--- config.mk ---
export PLATFORM = sky130hd
export DESIGN_NAME = emsPageMapper
export DESIGN_NICKNAME = d
export VERILOG_FILES = /design/src/rtl/emsPkg.sv /design/src/rtl/emsPortCtrl.sv /design/src/rtl/emsPageDatapath.sv /design/src/rtl/emsPageMapper.sv
export SDC_FILE = /design/constraint.sdc
export NUM_CORES = 1
export LEC_CHECK = 0
export BUFFER_PORTS_ARGS = -buffer_cell sky130_fd_sc_hd__buf_4
export CAP_MARGIN = 30
export CORE_ASPECT_RATIO = 1.25
export CORE_MARGIN = 2
export CORE_UTILIZATION = 40
export CTS_CLUSTER_SIZE = 20
export DETAILED_ROUTE_END_ITERATION = 7
export RECOVER_POWER = 100
export SLEW_MARGIN = 20
export SYNTH_ARGS = -nofsm -noshare
export SYNTH_HDL_FRONTEND = slang
export SYNTH_SLANG_ARGS = --single-unit
--- constraint.sdc ---
create_clock -name clk -period 15.15 [get_ports clk]
set_clock_uncertainty 0.05 [all_clocks]
set_input_delay 4.545 -clock clk [delete_from_list [all_inputs] [get_ports clk]]
set_output_delay 4.545 -clock clk [all_outputs]
set_load 0.005 [all_outputs]
--- src/rtl/emsPkg.sv ---
package emsPkg;
  localparam int ENTRIES   = 32;
  localparam int SEL_W     = $clog2(ENTRIES);
  localparam int HIGH_BITS = 2;
  localparam int PAGE_W    = 8 + HIGH_BITS;
  localparam int EN_BIT    = 7;
  localparam int AUTO_BIT  = 7;

  typedef struct packed {
    logic             wrLow;
    logic             wrHigh;
    logic [SEL_W-1:0] entrySel;
    logic [7:0]       data;
  } emsStrobeT;
endpackage

--- src/rtl/emsPortCtrl.sv ---
module emsPortCtrl
  import emsPkg::*;
#(
  parameter logic [15:0] IO_BASE_LO = 16'h0208,
  parameter logic [15:0] IO_BASE_HI = 16'h0218
) (
  input  logic        clk,
  input  logic        rstN,
  input  logic        winEn,
  input  logic        altBase,
  input  logic [15:0] ioAddr,
  input  logic        ioWrEn,
  input  logic        ioRdEn,
  input  logic [7:0]  ioWrData,
  input  logic [7:0]  selLow,
  input  logic [7:0]  selHigh,
  output emsStrobeT   strobe,
  output logic [7:0]  ioRdData,
  output logic [7:0]  indexReg
);
  logic [15:0] base;
  logic hitLow, hitHigh, hitIdx;

  assign base    = altBase ? IO_BASE_HI : IO_BASE_LO;
  assign hitLow  = winEn && (ioAddr == base);
  assign hitHigh = winEn && (ioAddr == base + 16'd1);
  assign hitIdx  = winEn && (ioAddr == base + 16'd2);

  always_ff @(posedge clk or negedge rstN) begin
    if (!rstN) begin
      indexReg <= 8'h00;
    end else if (ioWrEn && hitIdx) begin
      indexReg <= ioWrData;
    end else if (ioWrEn && hitHigh && indexReg[AUTO_BIT]) begin
      indexReg[SEL_W-1:0] <= indexReg[SEL_W-1:0] + 1'b1;
    end
  end

  always_comb begin
    strobe.wrLow    = ioWrEn && hitLow;
    strobe.wrHigh   = ioWrEn && hitHigh;
    strobe.entrySel = indexReg[SEL_W-1:0];
    strobe.data     = ioWrData;
  end

  always_comb begin
    ioRdData = 8'hFF;
    if (ioRdEn) begin
      if (hitLow)       ioRdData = selLow;
      else if (hitHigh) ioRdData = selHigh;
      else if (hitIdx)  ioRdData = indexReg;
    end
  end
endmodule

--- src/rtl/emsPageDatapath.sv ---
module emsPageDatapath
  import emsPkg::*;
#(
  parameter int CPU_ADDR_W       = 24,
  parameter int PAGE_SHIFT       = 14,
  parameter int LOW_FRAME_FIRST  = 16,
  parameter int LOW_FRAME_COUNT  = 24,
  parameter int HIGH_FRAME_FIRST = 52,
  localparam int PHYS_W          = PAGE_W + PAGE_SHIFT
) (
  input  logic                  clk,
  input  logic                  rstN,
  input  emsStrobeT             strobe,
  input  logic                  mapEn,
  input  logic [CPU_ADDR_W-1:0] cpuAddr,
  input  logic [PAGE_W:0]       memTopPage,
  output logic [7:0]            selLow,
  output logic [7:0]            selHigh,
  output logic                  pageHit,
  output logic                  physValid,
  output logic [PHYS_W-1:0]     physAddr
);
  localparam int FRAME_W     = CPU_ADDR_W - PAGE_SHIFT;
  localparam int HIGH_COUNT  = ENTRIES - LOW_FRAME_COUNT;
  localparam logic [7:0] HIGH_RESET = 8'((1 << HIGH_BITS) - 1);

  logic [7:0] lowReg  [ENTRIES];
  logic [7:0] highReg [ENTRIES];

  always_ff @(posedge clk or negedge rstN) begin
    if (!rstN) begin
      for (int e = 0; e < ENTRIES; e++) begin
        lowReg[e]  <= 8'hFF;
        highReg[e] <= HIGH_RESET;
      end
    end else begin
      if (strobe.wrLow)  lowReg[strobe.entrySel]  <= strobe.data;
      if (strobe.wrHigh) highReg[strobe.entrySel] <= strobe.data;
    end
  end

  assign selLow  = lowReg[strobe.entrySel];
  assign selHigh = highReg[strobe.entrySel];

  logic [FRAME_W-1:0] frame;
  logic               inLow, inHigh;
  logic [SEL_W-1:0]   entryIdx;
  logic [PAGE_W-1:0]  physPage;

  assign frame  = cpuAddr[CPU_ADDR_W-1:PAGE_SHIFT];
  assign inLow  = (frame >= FRAME_W'(LOW_FRAME_FIRST)) &&
                  (frame <  FRAME_W'(LOW_FRAME_FIRST + LOW_FRAME_COUNT));
  assign inHigh = (frame >= FRAME_W'(HIGH_FRAME_FIRST)) &&
                  (frame <  FRAME_W'(HIGH_FRAME_FIRST + HIGH_COUNT));

  always_comb begin
    if (inLow) entryIdx = SEL_W'(frame - FRAME_W'(LOW_FRAME_FIRST));
    else       entryIdx = SEL_W'(frame - FRAME_W'(HIGH_FRAME_FIRST) + FRAME_W'(LOW_FRAME_COUNT));
  end

  assign physPage  = {highReg[entryIdx][HIGH_BITS-1:0], lowReg[entryIdx]};
  assign pageHit   = mapEn && (inLow || inHigh) && highReg[entryIdx][EN_BIT];
  assign physValid = pageHit && ({1'b0, physPage} < memTopPage);
  assign physAddr  = pageHit ? {physPage, cpuAddr[PAGE_SHIFT-1:0]} : PHYS_W'(cpuAddr);
endmodule

--- src/rtl/emsPageMapper.sv ---
module emsPageMapper
  import emsPkg::*;
#(
  parameter logic [15:0] IO_BASE_LO       = 16'h0208,
  parameter logic [15:0] IO_BASE_HI       = 16'h0218,
  parameter int          CPU_ADDR_W       = 24,
  parameter int          PAGE_SHIFT       = 14,
  parameter int          LOW_FRAME_FIRST  = 16,
  parameter int          LOW_FRAME_COUNT  = 24,
  parameter int          HIGH_FRAME_FIRST = 52,
  localparam int         PHYS_W           = PAGE_W + PAGE_SHIFT
) (
  input  logic                  clk,
  input  logic                  rstN,
  input  logic                  winEn,
  input  logic                  altBase,
  input  logic                  mapEn,
  input  logic [15:0]           ioAddr,
  input  logic                  ioWrEn,
  input  logic                  ioRdEn,
  input  logic [7:0]            ioWrData,
  output logic [7:0]            ioRdData,
  input  logic [CPU_ADDR_W-1:0] cpuAddr,
  input  logic [PAGE_W:0]       memTopPage,
  output logic                  pageHit,
  output logic                  physValid,
  output logic [PHYS_W-1:0]     physAddr
);
  emsStrobeT  strobe;
  logic [7:0] selLow, selHigh, indexReg;

  emsPortCtrl #(.IO_BASE_LO(IO_BASE_LO), .IO_BASE_HI(IO_BASE_HI)) u_ctrl (
    .clk(clk), .rstN(rstN), .winEn(winEn), .altBase(altBase),
    .ioAddr(ioAddr), .ioWrEn(ioWrEn), .ioRdEn(ioRdEn), .ioWrData(ioWrData),
    .selLow(selLow), .selHigh(selHigh), .strobe(strobe),
    .ioRdData(ioRdData), .indexReg(indexReg)
  );

  emsPageDatapath #(
    .CPU_ADDR_W(CPU_ADDR_W), .PAGE_SHIFT(PAGE_SHIFT),
    .LOW_FRAME_FIRST(LOW_FRAME_FIRST), .LOW_FRAME_COUNT(LOW_FRAME_COUNT),
    .HIGH_FRAME_FIRST(HIGH_FRAME_FIRST)
  ) u_data (
    .clk(clk), .rstN(rstN), .strobe(strobe), .mapEn(mapEn),
    .cpuAddr(cpuAddr), .memTopPage(memTopPage),
    .selLow(selLow), .selHigh(selHigh),
    .pageHit(pageHit), .physValid(physValid), .physAddr(physAddr)
  );
endmodule

==> metrics.md <==
| Metric | Value |
|---|---|
| Worst slew pin tran | 6.932 ns |
| Final WL | 86620 um |
| Grt met2 use | 41.00% |
| Starting density of the core | 40.45% |
| Max Cap Viol | 2 |
| CTS tree | built |
| Layout area overhead | 10.20% |
| Total CTS buffers | 54 |
| Sequential area share after synthesis | 47.65% |
| Core area | 69590 um^2 |
| Cells after Synth | 1982 |
| Synth warn | 0 |
| Slew Viols, Final | 186 |
| Clk_lat worst skew | 0.62 ns |
| Sinks on Clock Net | 520 |
| Placer Congestion | 0.9503 |
| Num rows | 108 |
| # placed instances | 2840 |
| Post-DP HPWL | 58600 um |
| CP endpoint kind | primary output |
| Status | finished with violations |
| Static leakage | 12.72 nW |
| Pin count of the biggest net entering global routing | 167 |
| Die width | 241.3 um |
| DIE HEIGHT | 300.6 um |
| Yosys reg bits | 520 |
| Filler Cells Inserted | 6220 |
| Sw Pwr | 0.6919 mW |
| Hold Path Class | reg2reg |
| Most common cell after layout, fill and taps aside | mux2_2 |
| Clock power share | 45.9% |
| Final setup viols | 0 |
| Grt peak-use layer | met2 |
| Vias in the first global route | 18960 |
| RSZ-0062 raised after global routing | no |
| Worst Path Required | 10.56 ns |
| Final worst setup slack | 1.189 ns |
| Post-synth EDFFs | 0 |
| Layout cell share with drive strength beyond 1 | 61.21% |
| Post-CTS Hold Fix Bufs | 0 |
| GR Util met3 | 3.539% |
| Fin crit share | 92.15% |
| Fin nets | 2047 |
| Switching share of power | 23.92% |
| Min Hold Slack | 0.4394 ns |
| Drt drc | 0 |
| First-pass GRT wire length | 128100 um |
| Grt met1 use | 30.06% |
| Combinational share of power | 5.9% |
| Internal power | 2.200 mW |
| DP Worst Slack | 1.979 ns |
| Most frequent cells in the layout | mux2_2 (513), dfstp_2 (320), dfrtp_1 (198) |
| DRT iter0 DRCs | 1536 |
| Setup Buffers After CTS | 0 |
| DIE AREA | 72520 um^2 |
| Vias | 18080 |
| Initial antenna violation count | 2 |
| Buffers on Ports | 71 |
| Synth cell types | 81 |
| Worst-case clock buffer depth | 3 |
| Post-Syn Nets | 2064 |
| Worst setup path class | in2out |
| Post-route ant nets | 0 |
| Hold Vio Cnt, Final | 0 |
| DRT Pass-1 Iters | 7 |
| Startpoint types | input pin |
| VDD IR max | 82.68 uV |
| Final Critical Period | 13.96 ns |
| Failing checks | max-capacitance violations, max-slew violations |
| Final cell count without fillers | 2946 |
| Depth of the CTS H-tree | 2 |
| Syn Std Cell Area | 28150 um^2 |
| Critical Path AT | 9.37 ns |
| Average wire per standard cell | 29.40 um |
| Antenna Cells | 0 |
| Root Driver | clkbuf_16 |
| Total grt overflow | 0 |
| Flop pwr share | 48.2% |
| Synth Flop Type | dfstp_2 |
| IO Count | 100 |
| GRT Total Usage | 24.12% |
| Tot Pwr | 2.892 mW |
| Critical Path Fanout Max | 40 |
| Slew headroom | -362.1% |
| Fmax | 71.63 MHz |
| Clock transition at the registers of the reported paths | 0.06 ns |
| CTS resizes | 0 |
| Asr flop ratio synth | 100.0% |
| Fin Setup TNS | 0 ns |
| Vias per cell | 6.138 |
| Power Dens Cells | 93.24 nW/um^2 |
| Mean post-synth cell area | 14.20 um^2 |
[cells by family after synthesis]
| kind of cell | Yosys count | synth area share [%] |
|---|---|---|
| AO/OA/AOI/OAI | 187 | 5.339 |
| XOR/XNOR | 5 | 0.1556 |
| adder cells (fa/ha/maj) | 16 | 0.7112 |
| buffers and inverters | 197 | 3.361 |
| flip-flops | 520 | 47.65 |
| multiplexers | 742 | 36.86 |
| AND/OR/NAND/NOR | 315 | 5.926 |
[area by class of cell]
cell class / instances / area [um^2] / share of cell area [%]
Inverter: 22 / 83.83 / 0.2703
Multi-Input combinational cell: 1265 / 13770 / 44.38
Sequential cell: 520 / 13420 / 43.27
Timing Repair Buffer: 102 / 795.8 / 2.565
Tap cell: 935 / 1170 / 3.772
Clock inverter: 14 / 100.1 / 0.3227
Clock buffer: 88 / 1682 / 5.421
[final timing paths]
check | slack [ns] | startpoint | cells past startpoint | endpoint
worst max-delay path | 1.19 | cpuAddr[18] | 11 | physAddr[17]
worst min-delay path | 0.44 | u_data.highReg[134] | 1 | u_data.highReg[134]
worst max register to register | 11.07 | u_ctrl.indexReg[0] | 5 | u_data.lowReg[112]
worst min register to register | 0.44 | u_data.highReg[134] | 1 | u_data.highReg[134]
max in group asynchronous | 3.12 | rstN | 3 | u_data.lowReg[126]
min in group asynchronous | 6.49 | rstN | 1 | u_data.highReg[10]
[state kept, by name, summed over array words and instances, names as in the netlist]
name	count
u_data.highReg	256
u_data.lowReg	256
u_ctrl.indexReg	8
[synth_stat cells (5+ instances only)]
cell	instances	area (um^2)
a211oi_1	6	45.04
a21oi_1	11	55.05
a221oi_1	32	280.3
a22o_1	30	262.8
a22oi_1	5	37.54
a32oi_1	10	87.58
and2_1	10	62.56
and3_1	18	112.6
buf_1	9	33.78
buf_2	30	150.1
buf_4	20	150.1
buf_6	10	112.6
clkbuf_1	105	394.1
dfrtp_1	200	5005
dfstp_2	320	8408
ha_1	16	200.2
inv_1	21	78.83
mux2_1	8	90.09
mux2_2	515	5799
mux2i_1	34	340.3
mux4_2	182	4099
nand2_1	118	442.9
nand3_1	54	270.3
nand4_1	28	175.2
nor2_1	24	90.09
nor2_2	16	100.1
nor2b_1	8	50.05
nor3_1	10	50.05
o211ai_1	10	75.07
o21ai_0	32	160.2
[power groups by stage]
stage          Clock, mW  Combinational [mW]  Sequential (mW)
6_report            1.33               0.172             1.39
3_3_place_gp           0               0.169             1.42
4_1_cts             1.35               0.172             1.39
3_5_place_dp           0               0.171             1.42
5_1_grt             1.41               0.186             1.39
2_1_floorplan          0              0.0952             1.42
[critical path, stage by stage]
cell        delay (ns)
buf_4             0.17
or3b_1            0.53
a31o_1            0.61
nor2_8            0.73
clkbuf_1          0.72
nand2_1           0.11
o2bb2ai_1         0.44
or2_0             0.44
clkinvlp_2        0.47
mux2_1            0.45
buf_4             0.14
[stage by stage]
step	util [%]	cell area, um^2
after floorplan	-	28150
after global placement	42.04	29250
after detailed placement	42.04	29250
after CTS	44.60	31040
after global routing	44.57	31020
final	44.57	31020
[layer usage]
layer | vias to the layer above | share of wire, %
met5 | - | 0.017
met4 | 2 | 5.7
met3 | 188 | 4.9
met2 | 594 | 50
met1 | 9739 | 39
li1 | 7559 | -
(Power assumes the default switching activity.)
